$ cat src/rtl/pfb_pkg.sv
`timescale 1ns/1ps
package pfb_pkg;
  typedef logic [31:0] word_t;
  typedef logic [15:0] half_t;

  function automatic logic is_short(input half_t h);
    return h[1:0] != 2'b11;
  endfunction
endpackage

$ cat src/rtl/pfb_word_fifo.sv
`timescale 1ns/1ps
module pfb_word_fifo
  import pfb_pkg::*;
#(
  parameter int DEPTH = 4,
  parameter int CW    = $clog2(DEPTH + 1)
) (
  input  logic          clk_i,
  input  logic          rst_ni,
  input  logic          flush_i,
  input  logic          push_i,
  input  word_t         wdata_i,
  input  logic          pop_i,
  output word_t         head_o,
  output half_t         next_lo_o,
  output logic [CW-1:0] fill_o
);
  localparam int PW = $clog2(DEPTH);

  word_t         mem_q [DEPTH];
  logic [PW-1:0] wr_ptr, rd_ptr, rd_nxt;
  logic [CW-1:0] fill;

  assign rd_nxt    = rd_ptr + 1'b1;
  assign head_o    = mem_q[rd_ptr];
  assign next_lo_o = mem_q[rd_nxt][15:0];
  assign fill_o    = fill;

  always_ff @(posedge clk_i) begin
    if (push_i && !flush_i) mem_q[wr_ptr] <= wdata_i;
  end

  always_ff @(posedge clk_i or negedge rst_ni) begin
    if (!rst_ni) begin
      wr_ptr <= '0;
      rd_ptr <= '0;
      fill   <= '0;
    end else if (flush_i) begin
      wr_ptr <= '0;
      rd_ptr <= '0;
      fill   <= '0;
    end else begin
      if (push_i) wr_ptr <= wr_ptr + 1'b1;
      if (pop_i)  rd_ptr <= rd_nxt;
      fill <= fill + CW'(push_i) - CW'(pop_i);
    end
  end
endmodule

$ cat src/rtl/pfb_fetch_ctrl.sv
`timescale 1ns/1ps
module pfb_fetch_ctrl #(
  parameter int            AW        = 32,
  parameter int            DEPTH     = 4,
  parameter int            CW        = $clog2(DEPTH + 1),
  parameter logic [AW-1:0] BOOT_ADDR = '0
) (
  input  logic          clk_i,
  input  logic          rst_ni,
  input  logic          redir_i,
  input  logic [AW-1:0] redir_addr_i,
  input  logic [CW-1:0] fill_i,
  input  logic          mem_gnt_i,
  input  logic          mem_rvalid_i,
  output logic          mem_req_o,
  output logic [AW-1:0] mem_addr_o,
  output logic          push_o,
  output logic [CW-1:0] live_o
);
  localparam logic [CW:0]   DEPTH_X = (CW+1)'(DEPTH);
  localparam logic [CW-1:0] DEPTH_C = CW'(DEPTH);
  localparam logic [AW-1:0] WMASK   = ~AW'(3);

  logic [AW-1:0] fetch_addr;
  logic [CW-1:0] inflight, drop, inflight_n;
  logic          gnt_ok;

  assign live_o     = inflight - drop;
  // space counts buffered words plus live requests; inflight cap bounds stale backlog
  assign mem_req_o  = (inflight < DEPTH_C) &&
                      (({1'b0, fill_i} + {1'b0, live_o}) < DEPTH_X);
  assign mem_addr_o = fetch_addr;
  assign gnt_ok     = mem_req_o && mem_gnt_i;
  assign push_o     = mem_rvalid_i && (drop == '0) && !redir_i;
  assign inflight_n = inflight + CW'(gnt_ok) - CW'(mem_rvalid_i);

  always_ff @(posedge clk_i or negedge rst_ni) begin
    if (!rst_ni) begin
      fetch_addr <= BOOT_ADDR & WMASK;
      inflight   <= '0;
      drop       <= '0;
    end else begin
      inflight <= inflight_n;
      if (redir_i) begin
        fetch_addr <= redir_addr_i & WMASK;
        drop       <= inflight_n;
      end else begin
        if (gnt_ok) fetch_addr <= fetch_addr + AW'(4);
        if (mem_rvalid_i && drop != '0) drop <= drop - 1'b1;
      end
    end
  end
endmodule

$ cat src/rtl/pfb_align.sv
`timescale 1ns/1ps
module pfb_align
  import pfb_pkg::*;
#(
  parameter int CW = 3
) (
  input  word_t         head_i,
  input  half_t         next_lo_i,
  input  logic [CW-1:0] fill_i,
  input  logic          upper_i,
  output logic          avail_o,
  output word_t         instr_o,
  output logic          is_c_o,
  output logic          pop_o
);
  half_t sel;

  always_comb begin
    sel    = upper_i ? head_i[31:16] : head_i[15:0];
    is_c_o = is_short(sel);
    if (is_c_o)       instr_o = {16'h0000, sel};
    else if (upper_i) instr_o = {next_lo_i, head_i[31:16]};
    else              instr_o = head_i;
    avail_o = (fill_i != '0) && (is_c_o || !upper_i || fill_i >= CW'(2));
    // head word is finished when the instruction ends at or beyond its top
    pop_o   = upper_i || !is_c_o;
  end
endmodule

$ cat src/rtl/halfword_prefetch_buf.sv
`timescale 1ns/1ps
module halfword_prefetch_buf
  import pfb_pkg::*;
#(
  parameter int            AW        = 32,
  parameter int            DEPTH     = 4,
  parameter logic [AW-1:0] BOOT_ADDR = '0
) (
  input  logic          clk_i,
  input  logic          rst_ni,
  input  logic          redir_i,
  input  logic [AW-1:0] redir_addr_i,
  output logic          mem_req_o,
  output logic [AW-1:0] mem_addr_o,
  input  logic          mem_gnt_i,
  input  logic          mem_rvalid_i,
  input  logic [31:0]   mem_rdata_i,
  output logic          instr_valid_o,
  input  logic          instr_ready_i,
  output logic [31:0]   instr_o,
  output logic [AW-1:0] instr_pc_o,
  output logic          instr_is_c_o
);
  localparam int            CW    = $clog2(DEPTH + 1);
  localparam logic [AW-1:0] HMASK = ~AW'(1);

  logic [AW-1:0] pc;
  logic [CW-1:0] fill, live;
  logic          push, avail, pop_need, accept;
  word_t         head;
  half_t         next_lo;

  assign accept        = instr_valid_o && instr_ready_i;
  assign instr_valid_o = avail && !redir_i;
  assign instr_pc_o    = pc;

  pfb_fetch_ctrl #(.AW(AW), .DEPTH(DEPTH), .CW(CW), .BOOT_ADDR(BOOT_ADDR)) u_ctrl (
    .clk_i        (clk_i),
    .rst_ni       (rst_ni),
    .redir_i      (redir_i),
    .redir_addr_i (redir_addr_i),
    .fill_i       (fill),
    .mem_gnt_i    (mem_gnt_i),
    .mem_rvalid_i (mem_rvalid_i),
    .mem_req_o    (mem_req_o),
    .mem_addr_o   (mem_addr_o),
    .push_o       (push),
    .live_o       (live)
  );

  pfb_word_fifo #(.DEPTH(DEPTH), .CW(CW)) u_fifo (
    .clk_i     (clk_i),
    .rst_ni    (rst_ni),
    .flush_i   (redir_i),
    .push_i    (push),
    .wdata_i   (mem_rdata_i),
    .pop_i     (accept && pop_need),
    .head_o    (head),
    .next_lo_o (next_lo),
    .fill_o    (fill)
  );

  pfb_align #(.CW(CW)) u_align (
    .head_i    (head),
    .next_lo_i (next_lo),
    .fill_i    (fill),
    .upper_i   (pc[1]),
    .avail_o   (avail),
    .instr_o   (instr_o),
    .is_c_o    (instr_is_c_o),
    .pop_o     (pop_need)
  );

  always_ff @(posedge clk_i or negedge rst_ni) begin
    if (!rst_ni)      pc <= BOOT_ADDR & HMASK;
    else if (redir_i) pc <= redir_addr_i & HMASK;
    else if (accept)  pc <= pc + (instr_is_c_o ? AW'(2) : AW'(4));
  end
endmodule

$ cat config.mk
export PLATFORM = sky130hd
export DESIGN_NAME = halfword_prefetch_buf
export DESIGN_NICKNAME = d
export VERILOG_FILES = /design/src/rtl/pfb_pkg.sv /design/src/rtl/pfb_word_fifo.sv /design/src/rtl/pfb_fetch_ctrl.sv /design/src/rtl/pfb_align.sv /design/src/rtl/halfword_prefetch_buf.sv
export SDC_FILE = /design/constraint.sdc
export NUM_CORES = 1
export LEC_CHECK = 0
export BUFFER_PORTS_ARGS = -buffer_cell sky130_fd_sc_hd__buf_2
export CAP_MARGIN = 20
export CELL_PAD_IN_SITES_DETAIL_PLACEMENT = 0
export CELL_PAD_IN_SITES_GLOBAL_PLACEMENT = 1
export CORE_MARGIN = 4
export CORE_UTILIZATION = 46
export DETAILED_ROUTE_END_ITERATION = 7
export PLACE_DENSITY_LB_ADDON = 0.1
export SLEW_MARGIN = 20
export SYNTH_ARGS = -nofsm -noshare
export SYNTH_HDL_FRONTEND = slang
export SYNTH_SLANG_ARGS = --single-unit
$ cat constraint.sdc
create_clock -name clk_i -period 6 [get_ports clk_i]
set_clock_uncertainty 0.15 [all_clocks]
set_input_delay 1.8 -clock clk_i [delete_from_list [all_inputs] [get_ports clk_i]]
set_output_delay 1.8 -clock clk_i [all_outputs]
set_load 0.1 [all_outputs]
# Word level (Yosys, flattened, before mapping)
# Memories as Yosys holds them, arrays and structs flattened.
# Index checks and enable logic that the tools add are counted.
dict set report classes {
  addsub 11
  multipliers 0
  n_div 0
  order_cmp 3
  eq_ne 1
  shifts 0
  muxes 17
  bitwise_logic 0
  reduce_logical 24
}
# cell n
set op_table {}
lappend op_table {{32-bit two-way mux} 6}
lappend op_table {{32-bit by 3-bit adder with 32-bit output} 1}
lappend op_table {{32-bit by 3-bit adder with 32-bit output (second input constant)} 1}
lappend op_table {{16-bit two-way mux} 1}
lappend op_table {{3-bit two-way mux} 4}
lappend op_table {{1-bit logical AND} 10}
lappend op_table {{2-bit nonzero test} 5}
lappend op_table {{2-bit two-way mux} 4}
lappend op_table {{3-bit by 1-bit adder with 3-bit output} 2}
lappend op_table {{3-bit nonzero test} 2}
lappend op_table {{3-bit by 1-bit subtractor with 3-bit output} 2}
lappend op_table {{2-bit by 1-bit adder with 2-bit output (second input constant)} 2}
lappend op_table {{3-bit by 3-bit adder with 4-bit output} 1}
lappend op_table {{4-bit by 3-bit less-than comparator with 1-bit output (second input constant)} 1}
lappend op_table {{3-bit by 2-bit >= comparator with 1-bit output (second input constant)} 1}
lappend op_table {{1-bit zero test} 3}
lappend op_table {{3-bit zero test} 1}
lappend op_table {{1-bit logical OR} 3}
lappend op_table {{3-bit less-than comparator (second input constant)} 1}
lappend op_table {{3-bit by 1-bit subtractor with 3-bit output (second input constant)} 1}
lappend op_table {{3-bit subtractor} 1}
lappend op_table {{1-bit two-way mux} 2}
lappend op_table {{2-bit inequality test (second input constant)} 1}
dict set report totals {
  register_bits 77
  latch_bits 0
  ram_bits 128
  mem_bits_ro 0
  out_inout_bits 99
  word_cells 64
  memories 1
}
# memory words word_bits rd rd_ports_with_merged_regs write_ports line
set memory_table {}
lappend memory_table {u_fifo.mem_q 4 32 2 0 1 pfb_word_fifo.sv:20} ;# word_t mem_q [DEPTH];

# Depth between registers and ports, before layout
# Gate-level depths: netlist (run 1).
# An unclocked memory read counts as a cell.
dict set report logic_depth {
  depth_word 11
  mapped_depth 20
  depth_no_buf 17
}

# Modules after synthesis
# A second synthesis (run 1) with hierarchy kept.
dict set report hier_totals {
  cells_unflattened 784
  hier_area_um2 10402.5
}
# mod n_inst cells_each area_each_um2
set modules_own_cells {}
lappend modules_own_cells {pfb_word_fifo 1 225 5492.8}
lappend modules_own_cells {pfb_fetch_ctrl 1 268 2343.5}
lappend modules_own_cells {halfword_prefetch_buf 1 232 1991.9}
lappend modules_own_cells {pfb_align 1 59 574.3}

# Worst setup path before layout (run 1)
# Ideal clock, no wire load.
dict set report synth_timing {
  path_kind {register to output}
  startpoint {reg u_fifo.rd_ptr[0]}
  endpoint {out instr_valid_o}
  arrival_ns 5.406
  required_time_ns 4.050
  path_slack_ns -1.356
  path_stages_with_launch 11
  path_cell_list {dfrtp_1 -> clkbuf_1 -> mux4_2 -> nand3_1 -> o31a_1 -> clkbuf_1 -> buf_1 -> inv_1 -> ha_1 -> o211a_1 -> nor3_1}
}
dict set report synth_via {
  elab_chain_cells 7
}
# element line
set synth_lines {}
lappend synth_lines {{start, declared} pfb_word_fifo.sv:21} ;# logic [PW-1:0] wr_ptr, rd_ptr, rd_nxt;
lappend synth_lines {{start signal, assigned} pfb_word_fifo.sv:44} ;# if (pop_i) rd_ptr <= rd_nxt;
lappend synth_lines {{memory read 4 x 32 bit} --}
lappend synth_lines {{16-bit two-way mux} pfb_align.sv:19} ;# sel = upper_i ? head_i[31:16] : head_i[15:0];
lappend synth_lines {{2-bit inequality test} pfb_pkg.sv:7} ;# return h[1:0] != 2'b11;
lappend synth_lines {{named net instr_is_c_o} halfword_prefetch_buf.sv:22} ;# output logic instr_is_c_o
lappend synth_lines {{1-bit logical OR (2 in series)} pfb_align.sv:24} ;# avail_o = (fill_i != '0) && (is_c_o || !upper_i || fill_i >= CW'(2));
lappend synth_lines {{1-bit logical AND} pfb_align.sv:24}
lappend synth_lines {{1-bit logical AND} halfword_prefetch_buf.sv:34} ;# assign instr_valid_o = avail && !redir_i;
lappend synth_lines {{end, declared} halfword_prefetch_buf.sv:18} ;# output logic instr_valid_o,
# The timed path passes the listed nets, and every way through them passes these cells.

# Final worst setup path (run 1)
dict set report layout_timing {
  startpoint {reg u_ctrl.inflight[0]}
  endpoint {out mem_req_o}
}
dict set report layout_via {
  elab_chain_cells 4
  elab_cells_between_ends 5
}
# element line
set layout_lines {}
lappend layout_lines {{start, declared} pfb_fetch_ctrl.sv:25} ;# logic [CW-1:0] inflight, drop, inflight_n;
lappend layout_lines {{start signal, assigned} pfb_fetch_ctrl.sv:43} ;# inflight <= inflight_n;
lappend layout_lines {{3-bit subtractor} pfb_fetch_ctrl.sv:28} ;# assign live_o = inflight - drop;
lappend layout_lines {{3-bit by 3-bit adder with 4-bit output} pfb_fetch_ctrl.sv:31} ;# (({1'b0, fill_i} + {1'b0, live_o}) < DEPTH_X);
lappend layout_lines {{4-bit by 3-bit less-than comparator with 1-bit output} pfb_fetch_ctrl.sv:31}
lappend layout_lines {{1-bit logical AND *} pfb_fetch_ctrl.sv:30} ;# assign mem_req_o = (inflight < DEPTH_C) &&
lappend layout_lines {{end, declared} halfword_prefetch_buf.sv:13} ;# output logic mem_req_o,
# Mark *: on every way between the ends. The rest lies on a longest branch, timed or not.

==> out/qor.log, run 1 <==
[timing] final slew viol count 0
[floorplan] Total Die Area 23900 µm²
[pwr] internal power summed over all cells 2.87 mW
[routing] Detailed Route WL 23500 µm
[timing] fraction of the cycle the final worst path needs 87.4%
[timing] tightest slew margin relative to the limit 26.5%
[routing] number of vias after detailed routing 6700
[setup_path] required time worst endpoint 4050 ps
[floorplan] number of rows in the core area 53
[global_route] global-route wire length before repair 37100 µm
[setup_path] crit-path max FO 4
[yosys] total number of yosys warnings 0
[final_layout] most common cell after layout, fill and taps aside sky130_fd_sc_hd__buf_2
[pwr] Switch Pwr 2.07 mW
[placed_design] quantity of I/O buffers inserted on ports 164
[floorplan] starting utilization of the core area 46.9%
[cts] CTS Hold Bufs 0
[floorplan] Die Ht 155 µm
[final_layout] ratio of cells with drive above 1 in the final layout 31.6%
[final_layout] most used cells in the layout excluding fill and tap cells sky130_fd_sc_hd__buf_2 (163), sky130_fd_sc_hd__edfxtp_1 (128), sky130_fd_sc_hd__nand2_1 (103)
[cts] latest clock arrival within the worst-skew pair 520 ps
[routing] residual DRC count 0
[global_route] via count of the first global-routing pass 6838
[yosys] gate count after technology mapping 756
[cts] root buffer selected by CTS sky130_fd_sc_hd__clkbuf_16
[timing] FMAX 191 MHz
[timing] post-layout min period 5240 ps
[yosys] number of flops mapped to enable cells by yosys 128
[cts] post-CTS sizing 0
[cts] Post-CTS Setup Inserts 0
[timing] Setup violations, final 0
[yosys] register area share after synthesis 57.5%
[pwr] Power Density 419 nW/µm²
[final_layout] utilization after layout 55.9%
[yosys] flops & latches, synth 202
[pwr] leakage power summed over all cells 4.54 nW
[cts] maximum level of the CTS H-tree 1
[global_route] Tot GR Track Use 19.3%
[job] max-capacitance violation count 0
[yosys] share of synthesized flip-flops with an asynchronous set or reset 36.6%
[yosys] area of the mapped netlist 9900 µm²
[placed_design] DP Wirelength 15800 µm
[pwr] switching share of power 41.8%
[final_layout] area delta synth->final 19.0%
[setup_path] Crit. End Element primary output
[final_layout] number of filler cells placed in the layout 1824
[placed_design] Placer Congestion 0.792
[setup_path] startpoint class of the critical path flop
[setup_path] critical path type flop to primary output
[yosys] post-synthesis area per instance 13.1 µm²
[final_layout] area taken by multi-input logic gates 3950 µm²
[pwr] peak supply drop 0.294 mV
[cts] CTS sink count 202
[global_route] final global-route overflow total 0
[global_route] number of antenna violations at the first check in global routing 2
[floorplan] overall die width 155 µm
[timing] Sum Neg Setup Slack 0 ps
[cts] clock tree from TritonCTS done
[final_layout] Nets 1008
[routing] Avg Vias per Cell 5.55
[pwr] part of the total power dissipated in combinational logic 36.6%
[routing] DRC violation total after the first TritonRoute iteration 404
[setup_path] arrival time of data at the critical path endpoint 3290 ps
[timing] actual transition at the worst max-transition pin 1100 ps
[floorplan] placeable core area 21100 µm²
[yosys] Most used DFF post-synth sky130_fd_sc_hd__edfxtp_1
[final_layout] number of diodes added for antenna fixing 0
[final_layout] area taken by flip-flops and latches 5700 µm²
[yosys] number of distinct library cells after synthesis 50
[pwr] part of the total power dissipated in sequential elements 34.5%
[cts] TritonCTS Buffers 24
[timing] number of hold-slack violations in the final timing report 0
[timing] RSZ-0062 raised after global routing false
[routing] post-route antenna net violation count 0
[pwr] share of power burned in the clock network 28.8%
[routing] detailed-route wire length per cell 19.4 µm
[min_path] Worst Hold Class flop to flop
[cts] Longest Clk Path Bufs 3
[routing] First-pass DRT Iterations 5
[global_route] pin count of the biggest net entering global routing 61
[floorplan] I/O pins 169
[cts] Clock Pin Slew Worst Setup and Hold Paths 60 ps
[outcome] result of the run completed
==> path summary, 6_finish.rpt <==
check | start | end | slack [ps] | cells after the start
max | u_ctrl.inflight[0]$_DFF_PN0_ | mem_req_o | 760 | 10
min | u_ctrl.inflight[2]$_DFF_PN0_ | u_ctrl.inflight[2]$_DFF_PN0_ | 410 | 1
max reg2reg | u_fifo.rd_ptr[0]$_DFFE_PN0P_ | instr_pc_o[13]$_DFFE_PN0N_ | 1420 | 12
min reg2reg | u_ctrl.inflight[2]$_DFF_PN0_ | u_ctrl.inflight[2]$_DFF_PN0_ | 410 | 1
max in group asynchronous | rst_ni | u_ctrl.mem_addr_o[20]$_DFFE_PN0P_ | 3690 | 2
min in group asynchronous | rst_ni | u_ctrl.mem_addr_o[4]$_DFFE_PN0P_ | 1140 | 1
==> worst max-delay path: stages, from the launching register on <==
cell and delay (ps):
sky130_fd_sc_hd__dfrtp_1 360, sky130_fd_sc_hd__inv_1 70, sky130_fd_sc_hd__ha_1 140, sky130_fd_sc_hd__inv_1 50, sky130_fd_sc_hd__fa_1 370, sky130_fd_sc_hd__xor2_1 160, sky130_fd_sc_hd__xnor2_1 130, sky130_fd_sc_hd__ha_1 270
sky130_fd_sc_hd__or4_4 510, sky130_fd_sc_hd__nor2_1 250, sky130_fd_sc_hd__buf_2 480
==> cell usage after synthesis, types with 2 or more instances <==
cell	count	area, µm²
sky130_fd_sc_hd__edfxtp_1	128	3840
sky130_fd_sc_hd__nand2_1	103	387
sky130_fd_sc_hd__dfrtp_1	74	1850
sky130_fd_sc_hd__mux4_2	44	991
sky130_fd_sc_hd__a21oi_1	32	160
sky130_fd_sc_hd__xnor2_1	32	280
sky130_fd_sc_hd__xor2_1	30	263
sky130_fd_sc_hd__nor2_1	28	105
sky130_fd_sc_hd__mux2_2	26	293
sky130_fd_sc_hd__nand3_1	24	120
sky130_fd_sc_hd__clkbuf_1	23	86.3
sky130_fd_sc_hd__inv_1	23	86.3
sky130_fd_sc_hd__ha_1	19	238
sky130_fd_sc_hd__a21boi_0	17	128
sky130_fd_sc_hd__nand4_1	17	106
sky130_fd_sc_hd__nor3_1	17	85.1
sky130_fd_sc_hd__o21ai_0	12	60.1
sky130_fd_sc_hd__nand2b_1	11	68.8
sky130_fd_sc_hd__buf_1	9	33.8
sky130_fd_sc_hd__and2_1	8	50.1
sky130_fd_sc_hd__and3_1	8	50.1
sky130_fd_sc_hd__nor4_1	8	50.1
sky130_fd_sc_hd__mux2i_1	6	60.1
sky130_fd_sc_hd__or3_1	6	37.5
sky130_fd_sc_hd__buf_2	5	25.0
sky130_fd_sc_hd__o31a_1	5	43.8
sky130_fd_sc_hd__buf_4	4	30.0
sky130_fd_sc_hd__fa_1	4	80.1
sky130_fd_sc_hd__and4_1	3	26.3
sky130_fd_sc_hd__nor3b_1	3	22.5
sky130_fd_sc_hd__nor4_2	3	37.5
sky130_fd_sc_hd__o211ai_1	3	22.5
sky130_fd_sc_hd__a31oi_1	2	12.5
sky130_fd_sc_hd__nand3b_1	2	15.0
sky130_fd_sc_hd__o21a_1	2	15.0
==> registers in the layout, indices dropped and copies added (netlist names) <==
register           flops
u_ctrl.inflight        3
u_fifo.wr_ptr          2
u_ctrl.drop            3
instr_pc_o            31
u_fifo.fill_o          3
u_ctrl.mem_addr_o     30
u_fifo.mem_q         128
u_fifo.rd_ptr          2
==> metrics by stage <==
step	std cells	power [mW]	instance area, µm²	worst slack (ps)	hold slack, ps
2_1_floorplan	758	3.19	9920	-89.2	358
3_3_place_gp	1164	3.52	11000	1300	389
3_5_place_dp	1164	3.55	11000	1290	391
4_1_cts	1208	4.99	11800	727	402
5_1_grt	1208	5.17	11800	546	419
6_report	1208	4.94	11800	756	413
==> per-layer routing <==
metal	wire [µm]	track usage [%]	vias to the layer above
met4	551	5.34	4
met5	22	0	-
met2	11600	33.1	229
li1	-	-	3085
met3	1830	5.12	42
met1	9520	24.5	3340
==> cell families after synthesis <==
| logic type | after synthesis | share of synthesized area (%) |
|---|---|---|
| AO/OA/AOI/OAI | 76 | 4.73 |
| AND/OR/NAND/NOR | 250 | 12.6 |
| XOR/XNOR | 62 | 5.49 |
| other | 1 | 0.0379 |
| multiplexers | 76 | 13.6 |
| buffers and inverters | 66 | 2.79 |
| adder cells (fa/ha/maj) | 23 | 3.21 |
| flip-flops | 202 | 57.5 |
==> final cells by class <==
class / count / share of cell area, %
Clock buffer: 29 / 5.51
Clock inverter: 15 / 1.29
Inverter: 24 / 0.775
Multi-Input combinational cell: 490 / 33.6
Sequential cell: 202 / 48.4
Tap cell: 275 / 2.92
Timing Repair Buffer: 173 / 7.56
==> power groups by stage <==
stage	registers [mW]	clock network [mW]	logic, mW
final	1.71	1.43	1.81
after detailed placement	1.73	0	1.82
after floorplan	2.06	0	1.13
after global placement	1.73	0	1.80
after CTS	1.71	1.46	1.83
after global routing	1.72	1.53	1.92
(Power assumes the default switching activity.)
==> run 2, diff against run 1 <==
- CELL_PAD_IN_SITES_DETAIL_PLACEMENT: 0 -> not set
- CELL_PAD_IN_SITES_GLOBAL_PLACEMENT: 1 -> not set
- CORE_UTILIZATION: 46 -> 57
- PLACE_DENSITY: not set -> 0.81
- PLACE_DENSITY_LB_ADDON: 0.1 -> not set
==> run 2 against run 1 <==
  * Wire length is 4.0% lower
  * Total power is 2.0% lower
  * Count of clock-buffer cells in the layout is 4 higher
  * Sequential share of layout area is 0.61 points higher
  * Fmax is 1.1% lower
  * Flip-flop and latch count stayed put
==> out/qor.log, run 2 (same netlist as run 1, synthesis figures left out) <==
[placed_design] quantity of I/O buffers inserted on ports 164 [unchanged]
[timing] RSZ-0062 raised after global routing false
[floorplan] starting utilization of the core area 58.9% [+12 points]
[pwr] Power Density 416 nW/µm² [-0.73%]
[cts] Post-CTS Setup Inserts 0 [unchanged]
[placed_design] DP Wirelength 15000 µm [-4.7%]
[floorplan] Die Ht 140 µm [-9.6%]
[setup_path] slowest stage delay, CP 490 ps [-20 ps]
[placed_design] Placer Congestion 0.807 [+2.0%]
[timing] final hold slack 408 ps [-5.01 ps]
[cts] TritonCTS Buffers 22 [-8.3%]
[setup_path] slowest stage cell on the critical path sky130_fd_sc_hd__or4_4
[global_route] global-route wire length before repair 36600 µm [-1.5%]
[pwr] switching share of power 42.1% [+0.28 points]
[floorplan] overall die width 140 µm [-9.6%]
[final_layout] ratio of cells with drive above 1 in the final layout 30.6% [-0.97 points]
[pwr] Switch Pwr 2.04 mW [-1.3%]
[cts] clock tree from TritonCTS done
[routing] detailed-route wire length per cell 19.6 µm [+0.83%]
[placed_design] pre-CTS worst setup slack 1220 ps [-74.2 ps]
[final_layout] Most flops, register u_fifo.mem_q
[outcome] result of the run completed
[cts] latest clock arrival within the worst-skew pair 520 ps [about the same]
[routing] Detailed Route WL 22600 µm [-4.0%]
[final_layout] finished layout cell area 11600 µm² [-1.2%]
[timing] FMAX 189 MHz [-1.1%]
[floorplan] placeable core area 16800 µm² [-20%]
[pwr] leakage power summed over all cells 4.49 nW [-0.94%]
[cts] CTS sink count 202 [unchanged]
[setup_path] crit-path max FO 4 [unchanged]
[final_layout] Nets 1007 [-0.099%]
[floorplan] Total Die Area 19500 µm² [-18%]
[global_route] pin count of the biggest net entering global routing 61 [unchanged]
[cts] maximum level of the CTS H-tree 1 [unchanged]
[routing] Avg Vias per Cell 5.88 [+6.0%]
[timing] actual transition at the worst max-transition pin 1060 ps [-40.7 ps]
[final_layout] most used cells in the layout excluding fill and tap cells sky130_fd_sc_hd__buf_2 (163), sky130_fd_sc_hd__edfxtp_1 (128), sky130_fd_sc_hd__nand2_1 (103)
[routing] post-route antenna net violation count 0 [unchanged]
[global_route] final global-route overflow total 0 [unchanged]
[placed_design] dpl cells 1110 [-4.6%]
[final_layout] max FFs per register 128 [unchanged]
[cts] CTS Hold Bufs 0 [unchanged]
[final_layout] area taken by flip-flops and latches 5700 µm² [unchanged]
[setup_path] required time worst endpoint 4050 ps [about the same]
[timing] final slew viol count 0 [unchanged]
[final_layout] number of diodes added for antenna fixing 0 [unchanged]
[pwr] power after layout 4.84 mW [-2.0%]
[min_path] Worst Hold Class flop to flop
[setup_path] CP cell instances inv_1 > ha_1 > inv_1 > fa_1 > xor2_1 > xnor2_1 > ha_1 > or4_4 > nor2_1 > buf_2
[cts] Longest Clk Path Bufs 3 [unchanged]
[timing] tightest slew margin relative to the limit 29.0% [+2.5 points]
[placed_design] area of placed instances 10900 µm² [-0.58%]
[setup_path] startpoint class of the critical path flop
[pwr] peak supply drop 0.474 mV [+61%]
[routing] residual DRC count 0 [unchanged]
[timing] number of hold-slack violations in the final timing report 0 [unchanged]
[global_route] Tot GR Track Use 23.2% [+3.9 points]
[setup_path] critical path type flop to primary output
[cts] Clock Pin Slew Worst Setup and Hold Paths 60 ps [about the same]
[cts] post-CTS sizing 0 [unchanged]
[setup_path] arrival time of data at the critical path endpoint 3350 ps [+60 ps]
[final_layout] area taken by multi-input logic gates 3950 µm² [about the same]
[global_route] number of antenna violations at the first check in global routing 1 [-1]
[final_layout] final instance count without filler cells 1150 [-4.8%]
[pwr] share of power burned in the clock network 27.5% [-1.3 points]
[pwr] part of the total power dissipated in combinational logic 37.3% [+0.7 points]
[floorplan] number of rows in the core area 47 [-11%]
[cts] root buffer selected by CTS sky130_fd_sc_hd__clkbuf_16
[routing] DRC violation total after the first TritonRoute iteration 599 [+48%]
[pwr] part of the total power dissipated in sequential elements 35.3% [+0.8 points]
[timing] post-layout min period 5300 ps [+55.7 ps]
[global_route] via count of the first global-routing pass 6844 [+0.088%]
[final_layout] number of filler cells placed in the layout 1184 [-35%]
[floorplan] I/O pins 169 [unchanged]
[setup_path] Crit. End Element primary output
[timing] fraction of the cycle the final worst path needs 88.3% [+0.93 points]
[pwr] internal power summed over all cells 2.80 mW [-2.4%]
[timing] Setup violations, final 0 [unchanged]
[job] max-capacitance violation count 0 [unchanged]
[final_layout] most common cell after layout, fill and taps aside sky130_fd_sc_hd__buf_2
[routing] number of vias after detailed routing 6762 [+0.93%]
[timing] final critical-path setup slack 700 ps [-55.7 ps]
[routing] First-pass DRT Iterations 5 [unchanged]
[final_layout] area delta synth->final 17.5%
[run 2: cell types whose count changed in the layout (fill, tap and decap cells not counted), sizes merged]
cell and change:
buf +1, clkinv -7, clkbuf +4, clkinvlp -1
[run 2: cell type report]
cell class	count	share of cell area [%]
clock buffer	33	5.26
sequential	202	49.0
timing repair buffer	174	7.72
multi-input combinational	490	34.0
tap	220	2.37
inverter	24	0.774
clock inverter	7	0.925
[run 2: metal layers]
metal | track usage [%] | part of all wire [%] | vias to the layer above
met3 | 5.59 | 9.5 | 41
met1 | 31.6 | 40 | 3304
met2 | 38.4 | 48 | 327
li1 | - | - | 3088
met4 | 5.20 | 2.2 | 2
met5 | 0 | 0.058 | -
[run 2: power groups by stage]
| stage | Sequential, mW | Clock (mW) | Combinational [mW] |
|---|---|---|---|
| after CTS | 1.71 | 1.36 | 1.82 |
| after floorplan | 2.06 | 0 | 1.13 |
| after global routing | 1.73 | 1.42 | 1.92 |
| after global placement | 1.72 | 0 | 1.77 |
| after detailed placement | 1.73 | 0 | 1.80 |
| final | 1.71 | 1.33 | 1.81 |
[run 2: metrics by stage]
stage	setup TNS, ps	utilization [%]
2_1_floorplan	-89.2	-
3_3_place_gp	0	64.9
3_5_place_dp	0	64.9
4_1_cts	0	69.1
5_1_grt	0	69.2
6_report	0	69.2
[run 2: worst max-delay path: cells and delay by family (launching register included)]
kind          cells  cell delay (ps)
fa+ha+maj         3              790
simple gates      2              770
buf+inv           3              620
flops             1              370
xor+xnor          2              300
[run 2: worst paths after layout]
check                                                   from                                 to  slack [ps]  cells past startpoint
worst max-delay path            u_ctrl.inflight[0]$_DFF_PN0_                          mem_req_o         700                     10
worst min-delay path            u_ctrl.inflight[2]$_DFF_PN0_       u_ctrl.inflight[2]$_DFF_PN0_         410                      1
worst max register to register  u_fifo.rd_ptr[0]$_DFFE_PN0P_         instr_pc_o[23]$_DFFE_PN0N_        1540                     12
worst min register to register  u_ctrl.inflight[2]$_DFF_PN0_       u_ctrl.inflight[2]$_DFF_PN0_         410                      1
max in group asynchronous                             rst_ni       u_fifo.rd_ptr[0]$_DFFE_PN0P_        3690                      2
min in group asynchronous                             rst_ni  u_ctrl.mem_addr_o[16]$_DFFE_PN0P_        1160                      1
